`src/rtl/i2cmb_pkg.sv`:
```
package i2cmb_pkg;
  localparam int REG_AW = 4;
  localparam int REG_DW = 16;

  localparam logic [REG_AW-1:0] OFS_STATUS = 4'h0;
  localparam logic [REG_AW-1:0] OFS_ENABLE = 4'h2;
  localparam logic [REG_AW-1:0] OFS_TXBUF  = 4'h4;
  localparam logic [REG_AW-1:0] OFS_CMD    = 4'h6;
  localparam logic [REG_AW-1:0] OFS_RXBUF  = 4'h8;
  localparam logic [REG_AW-1:0] OFS_ECHO   = 4'hA;

  // event bit positions in the status register
  localparam int EV_LO  = 13;     // error, then transmit, then receive
  localparam int EV_NUM = 3;

  // command word fields
  localparam int CB_WRITE  = 10;
  localparam int CB_TWO    = 11;
  localparam int CB_NODATA = 12;
  localparam int CB_KEEP   = 13;
  localparam logic [1:0] CMD_MODE_OK = 2'b10;

  typedef struct packed {
    logic [6:0] addr;
    logic       rd;
    logic [1:0] nbytes;
    logic       keep;
  } xfer_cmd_t;

  typedef enum logic [2:0] {
    ENG_IDLE, ENG_START, ENG_BIT, ENG_STOP, ENG_DONE
  } eng_state_e;
endpackage

```
`src/rtl/i2cmb_tick.sv`:
```
module i2cmb_tick #(
  parameter int QUARTER_CYCLES = 63
) (
  input  logic clk,
  input  logic rst_n,
  input  logic run,
  output logic tick
);
  localparam int CW = (QUARTER_CYCLES > 1) ? $clog2(QUARTER_CYCLES) : 1;
  localparam logic [CW-1:0] LAST = CW'(QUARTER_CYCLES - 1);

  logic [CW-1:0] cnt;

  always_ff @(posedge clk or negedge rst_n) begin
    if (!rst_n)            cnt <= '0;
    else if (!run)         cnt <= '0;
    else if (cnt == LAST)  cnt <= '0;
    else                   cnt <= cnt + 1'b1;
  end

  assign tick = run && (cnt == LAST);
endmodule

```
`src/rtl/i2cmb_engine.sv`:
```
module i2cmb_engine
  import i2cmb_pkg::*;
#(
  parameter int QUARTER_CYCLES = 63
) (
  input  logic        clk,
  input  logic        rst_n,
  input  logic        start,
  input  xfer_cmd_t   cmd,
  input  logic [15:0] wdata,
  input  logic        sda_i,
  output logic        busy,
  output logic        held,
  output logic        in_bit,
  output logic        done,
  output logic        err,
  output logic [15:0] rdata,
  output logic        scl_oe,
  output logic        sda_oe
);
  eng_state_e  state;
  xfer_cmd_t   cur;
  logic [15:0] wbuf;
  logic [1:0]  phase;
  logic [1:0]  slot;
  logic [3:0]  bitidx;
  logic [8:0]  tx9, rx9;
  logic        scl_drv, sda_drv;
  logic        tick, run, ack_checked;

  // nine bits per slot: eight data bits then the acknowledge bit
  function automatic logic [8:0] slot_word(input xfer_cmd_t c, input logic [15:0] wb,
                                           input logic [1:0] s);
    if (s == 2'd0)  return {c.addr, c.rd, 1'b1};
    else if (!c.rd) return {(s == 2'd1) ? wb[7:0] : wb[15:8], 1'b1};
    else            return {8'hFF, (s == c.nbytes) && !c.keep};
  endfunction

  assign run = (state == ENG_START) || (state == ENG_BIT) || (state == ENG_STOP);

  i2cmb_tick #(.QUARTER_CYCLES(QUARTER_CYCLES)) u_tick (
    .clk(clk), .rst_n(rst_n), .run(run), .tick(tick)
  );

  assign ack_checked = (slot == 2'd0) || !cur.rd;

  always_ff @(posedge clk or negedge rst_n) begin
    if (!rst_n) begin
      state   <= ENG_IDLE;
      cur     <= '0;
      wbuf    <= '0;
      phase   <= '0;
      slot    <= '0;
      bitidx  <= '0;
      tx9     <= '1;
      rx9     <= '0;
      scl_drv <= 1'b0;
      sda_drv <= 1'b0;
      held    <= 1'b0;
      done    <= 1'b0;
      err     <= 1'b0;
      rdata   <= '0;
    end else begin
      done <= 1'b0;
      case (state)
        ENG_IDLE: if (start) begin
          cur   <= cmd;
          wbuf  <= wdata;
          err   <= 1'b0;
          rdata <= '0;
          phase <= '0;
          slot  <= '0;
          state <= ENG_START;
        end
        ENG_START: if (tick) begin
          phase <= phase + 1'b1;
          case (phase)
            2'd0: sda_drv <= 1'b0;     // SDA high while SCL is still low
            2'd1: scl_drv <= 1'b0;
            2'd2: sda_drv <= 1'b1;     // START edge
            default: begin
              scl_drv <= 1'b1;
              tx9     <= slot_word(cur, wbuf, 2'd0);
              bitidx  <= '0;
              state   <= ENG_BIT;
            end
          endcase
        end
        ENG_BIT: if (tick) begin
          phase <= phase + 1'b1;
          case (phase)
            2'd0: sda_drv <= ~tx9[8];
            2'd1: scl_drv <= 1'b0;
            2'd2: rx9     <= {rx9[7:0], sda_i};
            default: begin
              scl_drv <= 1'b1;
              tx9     <= {tx9[7:0], 1'b1};
              if (bitidx == 4'd8) begin
                if (ack_checked && rx9[0]) begin
                  err   <= 1'b1;
                  state <= ENG_STOP;
                end else begin
                  if (cur.rd && slot == 2'd1) rdata[7:0]  <= rx9[8:1];
                  if (cur.rd && slot == 2'd2) rdata[15:8] <= rx9[8:1];
                  if (slot == cur.nbytes) begin
                    if (cur.keep) begin
                      held  <= 1'b1;
                      state <= ENG_DONE;
                    end else begin
                      state <= ENG_STOP;
                    end
                  end else begin
                    slot   <= slot + 1'b1;
                    tx9    <= slot_word(cur, wbuf, slot + 1'b1);
                    bitidx <= '0;
                  end
                end
              end else begin
                bitidx <= bitidx + 1'b1;
              end
            end
          endcase
        end
        ENG_STOP: if (tick) begin
          phase <= phase + 1'b1;
          case (phase)
            2'd0: sda_drv <= 1'b1;
            2'd1: scl_drv <= 1'b0;
            2'd2: sda_drv <= 1'b0;     // STOP edge
            default: begin
              held  <= 1'b0;
              state <= ENG_DONE;
            end
          endcase
        end
        default: begin
          done  <= 1'b1;
          state <= ENG_IDLE;
        end
      endcase
    end
  end

  assign busy   = (state != ENG_IDLE);
  assign in_bit = (state == ENG_BIT);
  assign scl_oe = scl_drv;
  assign sda_oe = sda_drv;
endmodule

```
`src/rtl/i2cmb_regs.sv`:
```
module i2cmb_regs
  import i2cmb_pkg::*;
(
  input  logic                clk,
  input  logic                rst_n,
  input  logic                wr_en,
  input  logic [REG_AW-1:0]   addr,
  input  logic [REG_DW-1:0]   wdata,
  output logic [REG_DW-1:0]   rdata,
  input  logic                eng_busy,
  input  logic                eng_done,
  input  logic                eng_err,
  input  logic [REG_DW-1:0]   eng_rdata,
  output logic                eng_start,
  output xfer_cmd_t           eng_cmd,
  output logic [REG_DW-1:0]   txbuf,
  output logic [EV_NUM-1:0]   events,
  output logic                irq
);
  logic [EV_NUM-1:0] ev_q, en_q, ev_set, ev_clr;
  logic [REG_DW-1:0] txbuf_q, rxbuf_q, cmd_q;
  logic              cmd_wr;

  assign cmd_wr    = wr_en && (addr == OFS_CMD);
  assign eng_start = cmd_wr && !eng_busy && (wdata[15:14] == CMD_MODE_OK);

  always_comb begin
    eng_cmd.addr   = wdata[6:0];
    eng_cmd.rd     = ~wdata[CB_WRITE];
    eng_cmd.keep   = wdata[CB_KEEP];
    if (wdata[CB_NODATA])    eng_cmd.nbytes = 2'd0;
    else if (wdata[CB_TWO])  eng_cmd.nbytes = 2'd2;
    else                     eng_cmd.nbytes = 2'd1;
  end

  // {receive, transmit, error}
  always_comb begin
    ev_set = '0;
    if (eng_done) begin
      if (eng_err)              ev_set = 3'b001;
      else if (cmd_q[CB_WRITE]) ev_set = 3'b010;
      else                      ev_set = 3'b100;
    end
    ev_clr = (wr_en && addr == OFS_STATUS) ? wdata[EV_LO +: EV_NUM] : '0;
  end

  always_ff @(posedge clk or negedge rst_n) begin
    if (!rst_n) begin
      ev_q    <= '0;
      en_q    <= '0;
      txbuf_q <= '0;
      rxbuf_q <= '0;
      cmd_q   <= '0;
    end else begin
      ev_q <= (ev_q & ~ev_clr) | ev_set;
      if (wr_en && addr == OFS_ENABLE) en_q    <= wdata[EV_LO +: EV_NUM];
      if (wr_en && addr == OFS_TXBUF)  txbuf_q <= wdata;
      if (eng_start)                   cmd_q   <= wdata;
      if (eng_done && !eng_err && !cmd_q[CB_WRITE]) rxbuf_q <= eng_rdata;
    end
  end

  always_comb begin
    rdata = '0;
    case (addr)
      OFS_STATUS:       rdata[EV_LO +: EV_NUM] = ev_q;
      OFS_ENABLE:       rdata[EV_LO +: EV_NUM] = en_q;
      OFS_TXBUF:        rdata = txbuf_q;
      OFS_CMD, OFS_ECHO: rdata = cmd_q;
      OFS_RXBUF:        rdata = rxbuf_q;
      default:          rdata = '0;
    endcase
  end

  assign txbuf  = txbuf_q;
  assign events = ev_q;
  assign irq    = |(ev_q & en_q);
endmodule

```
`src/rtl/i2c_mbox_master.sv`:
```
module i2c_mbox_master
  import i2cmb_pkg::*;
#(
  parameter int QUARTER_CYCLES = 63
) (
  input  logic        clk,
  input  logic        rst_n,
  input  logic        reg_wr,
  input  logic [3:0]  reg_addr,
  input  logic [15:0] reg_wdata,
  output logic [15:0] reg_rdata,
  output logic        irq,
  output logic        scl_oe,
  output logic        sda_oe,
  input  logic        sda_in
);
  logic              eng_busy, eng_held, eng_in_bit, eng_done, eng_err, eng_start;
  logic [15:0]       eng_rdata, txbuf;
  xfer_cmd_t         eng_cmd;
  logic [EV_NUM-1:0] ev_bits;

  i2cmb_regs u_regs (
    .clk(clk), .rst_n(rst_n),
    .wr_en(reg_wr), .addr(reg_addr), .wdata(reg_wdata), .rdata(reg_rdata),
    .eng_busy(eng_busy), .eng_done(eng_done), .eng_err(eng_err),
    .eng_rdata(eng_rdata), .eng_start(eng_start), .eng_cmd(eng_cmd),
    .txbuf(txbuf), .events(ev_bits), .irq(irq)
  );

  i2cmb_engine #(.QUARTER_CYCLES(QUARTER_CYCLES)) u_eng (
    .clk(clk), .rst_n(rst_n),
    .start(eng_start), .cmd(eng_cmd), .wdata(txbuf), .sda_i(sda_in),
    .busy(eng_busy), .held(eng_held), .in_bit(eng_in_bit),
    .done(eng_done), .err(eng_err), .rdata(eng_rdata),
    .scl_oe(scl_oe), .sda_oe(sda_oe)
  );
endmodule

```
`config.mk`:
```
export PLATFORM = sky130hd
export DESIGN_NAME = i2c_mbox_master
export DESIGN_NICKNAME = d
export VERILOG_FILES = /design/src/rtl/i2cmb_pkg.sv /design/src/rtl/i2cmb_tick.sv /design/src/rtl/i2cmb_engine.sv /design/src/rtl/i2cmb_regs.sv /design/src/rtl/i2c_mbox_master.sv
export SDC_FILE = /design/constraint.sdc
export NUM_CORES = 1
export LEC_CHECK = 0
export BUFFER_PORTS_ARGS = -buffer_cell sky130_fd_sc_hd__buf_4
export CAP_MARGIN = 20
export CORE_UTILIZATION = 60
export DETAILED_ROUTE_END_ITERATION = 16
export HOLD_SLACK_MARGIN = 0.06
export PLACE_DENSITY = 0.87
export SLEW_MARGIN = 10
export SYNTH_ARGS = -nofsm -noshare
export SYNTH_HDL_FRONTEND = slang
export SYNTH_SLANG_ARGS = --single-unit
```
`constraint.sdc`:
```
create_clock -name clk -period 4.05 [get_ports clk]
set_input_delay 0.405 -clock clk [delete_from_list [all_inputs] [get_ports clk]]
set_output_delay 0.405 -clock clk [all_outputs]
set_load 0.005 [all_outputs]
```
==> results.toml <==
[worst_hold_path]
hold_path.class = "input pin to register"

[drt]
drtAntennaViolNets = 0
first_pass_iters = 8
drtIter0Drc = 772
totalWireLength_um = 16700
viasPerCell = 6.54
via_count = 5215
routedWlPerCell_um = 21.0
drc = 0

[power_and_ir_drop]
irDropWorstVdd_mv = 0.349
power.total_w = 0.00318
p_leak_nw = 3.62
power.density_nw_per_um2 = 424

[die]
die-area_um2 = 11200
dieWidth_um = 106
start_util_pct = 62.4
die_h_um = 106
coreArea_um2 = 10400
std_cell_rows = 37
ios = 43

[worst_setup_path]
path_delay_family = "simple AND/OR/NAND/NOR gates"
crit_path_end = "u_eng.rdata[11]"
rr_worst_depth = 4
crit_buf_inv = 0
cp_max_fo = 23
slowest_delay_ps = 780
cp-end-kind = "register"
crit-reg2reg-launch = "u_eng.state[1]"
startpoint_type = "register"
slowest_stage = "dfrtp_1"
reg2reg_setup_slack_ps = 1250
path_class = "register to register"
arrival_ps = 3200
rr_endpoint = "u_eng.rdata[11]"
crit_start = "u_eng.state[1]"
critPathRequiredTime_ps = 4450
cp.depth = 4
path_cells = "or3b_1 -> nor4_4 -> and3_1 -> o21ai_0"

[finish]
multiInputGateArea_um2 = 2810
nets = 686
register_area_um2 = 3410
fin_util_pct = 72.4
diodes = 0
syn2layout_area_growth_pct = 16.0
drive_gt1_share_pct = 21.6
fillers = 649

[timing]
setup_violations = 0
fmaxAchievable_mhz = 357
drv_slew = 0
relSlewSlack_pct = 36.9
hold_violations = 0
tightest_slew_ps = 947
fin_ws_ps = 1250
min_period_ps = 2800
period_share_pct = 69.2
hold_slack_ps = 90.2
setup_tns_ps = 0
skew_ps = 10.6
rsz0062_at_grt = "no"

[yosys]
synth_xor_area_share_pct = 1.35
avgSynthCellArea_um2 = 10.6
synth-simple-area-share_pct = 16.9
synth_compound_area_share_pct = 11.3
synth_top_family_by_area = "simple AND/OR/NAND/NOR gates"
synth-edff-count = 0
ys_warn_count = 0
yosys.area_share.adder_pct = 2.47
synth_mux_area_share_pct = 11.3
ys_types = 59
synth.net_count = 649
ys_seq_area_share_pct = 52.8
syn_inst = 613
async_reset_ff_share_pct = 100
ys.flop_type = "dfrtp_1"
synth_area_um2 = 6470
synth-seq-cells = 136

[global_route]
gr-total-overflow = 0
grt_max_degree = 75
antenna_found_initial = 0
grt_use_met2_pct = 51.3
grt_util_met3_pct = 6.68
grt_pass1_wl_um = 27300
grt_pass1_vias = 5178
busiest_layer = "met2"
use_met1_pct = 40.2
track_usage_pct = 32.3

[clock_tree]
cts_root_buffer = "clkbuf_8"
ctsResizeCount = 0
clkTransAtPathRegs_ps = 60
ctsLongestPathBuffers = 2
worstSkewPairLatency_ps = 540
clock-sinks = 136
htree_levels = 4
cts_tree = "built"
cts_buffers = 17

[run]
drv_cap = 0

[placement]
io_buffers = 42
place_congestion = 0.898
place_ws_ps = 1320
place_hpwl_um = 10700

[status]
status = "finished, final reports clean"
per-layer routing:
metal,part of all wire [%],routed length [um]
met1,39,6540
met4,4.5,754
met2,49,8270
met3,6.9,1150
met5,0,0
report_power, final:
part | internal (W) | total, W | switching [W]
clock network | 0.00101 | 0.00160 | 0.000589
logic | 0.0000636 | 0.000134 | 0.0000704
registers | 0.00140 | 0.00145 | 0.0000418
total | 0.00248 | 0.00318 | 0.000701
worst reg2reg max path, stage by stage, from the launching register on:
cell and delay (ps):
dfrtp_1 780, or3b_1 600, nor4_4 670, and3_1 460
o21ai_0 170
logic make-up (layout without fill, tap and decap cells):
kind of cell,count (synthesis),in the layout
AO/OA/AOI/OAI,101,101
XOR/XNOR,10,10
adder cells (fa/ha/maj),13,13
buffers and inverters,61,110
flip-flops,136,136
multiplexers,67,67
AND/OR/NAND/NOR,225,225
placed cells by master, fill, tap and decap left out, types with 3 or more instances in the layout:
| cell type | Yosys | routed |
|---|---|---|
| nand2b_1 | 5 | 5 |
| xnor2_1 | 5 | 5 |
| dfrtp_1 | 127 | 127 |
| nand3_1 | 13 | 12 |
| a222oi_1 | 14 | 14 |
| ha_1 | 12 | 12 |
| clkbuf_16 | 0 | 16 |
| clkinv_2 | 0 | 3 |
| buf_4 | 2 | 48 |
| mux2i_1 | 21 | 21 |
| xor2_1 | 5 | 5 |
| and3_1 | 5 | 5 |
| nor4_1 | 3 | 3 |
| bufinv_16 | 0 | 4 |
| nor3_1 | 5 | 5 |
| a21oi_1 | 5 | 5 |
| nor2_1 | 23 | 23 |
| a22oi_1 | 21 | 21 |
| o31ai_1 | 4 | 4 |
| a31oi_1 | 3 | 3 |
| clkinv_4 | 0 | 3 |
| nand3b_1 | 3 | 3 |
| inv_1 | 28 | 28 |
| dfstp_2 | 9 | 9 |
| a21o_1 | 3 | 3 |
| o41ai_1 | 7 | 7 |
| o21ai_0 | 28 | 28 |
| mux2_2 | 46 | 46 |
| nand2_1 | 130 | 130 |
| or3_1 | 3 | 3 |
| nand4_1 | 14 | 14 |
layout make-up:
class / instances / area share (%)
clock inverters: 12 / 2.35
flip-flops and latches: 136 / 45.5
inverters: 28 / 1.40
multi-input cells: 416 / 37.4
well taps: 136 / 2.27
repair buffers: 51 / 5.33
clock buffers: 19 / 5.75
registers in the layout, summed over array words and instances, names as in the netlist, 2 cells and up:
signal and cells:
u_eng.slot 2, u_eng.rdata 16, u_eng.phase 2, u_regs.cmd_q 16, u_eng.rx9 9, u_eng.cur 11
u_regs.en_q 3, u_regs.txbuf 16, u_eng.bitidx 4, u_eng.wbuf 16, u_regs.rxbuf_q 16, u_regs.events 3
u_eng.state 3, u_eng.tx9 9, u_eng.u_tick.cnt 6
worst min-delay path by stage:
stage	from	endpoint	slack [ps]	depth (start not counted)
after CTS	reg_wdata[10]	u_eng.cur[3]	60	2
after floorplan	rst_n	u_eng.bitidx[0]	110	0
final	reg_wdata[8]	u_regs.cmd_q[8]	90	3
after detailed placement	u_eng.wbuf[10]	u_eng.wbuf[10]	460	2
after global routing	reg_wdata[10]	u_eng.cur[3]	80	2
after global placement	u_eng.wbuf[4]	u_eng.wbuf[4]	460	2
synthesized netlist by cell type (all sizes together), types with 4 or more instances:
cell type  count  area [um^2]
ha            12          150
inv           28          105
a21oi          5         25.0
dfstp          9          236
o41ai          7         61.3
mux2          46          518
nand2b         5         31.3
xnor2          5         43.8
xor2           5         43.8
buf           11         65.1
nor3           5         25.0
nor4           5         61.3
dfrtp        127         3180
a22oi         21          158
o31ai          4         30.0
clkbuf        22         82.6
nand2        130          488
and3           5         31.3
a222oi        14          140
mux2i         21          210
nor2          23         86.3
nand4         14         87.6
nand3         14         75.1
o21ai         28          140
what timing repair did:
item / in CTS / in global routing
endpoints found under the setup margin: 0 / 0
endpoints found under the hold margin: 65 / 0
buffers inserted: 0 / 0
hold buffers: 2 / 0
stage by stage:
step	instance area, um^2	std cells
final	7510	798
after global routing	7510	798
after CTS	7510	798
after detailed placement	6880	765
after global placement	6880	765
after floorplan	6470	613
No activity file was read; power rests on OpenSTA's default activity.
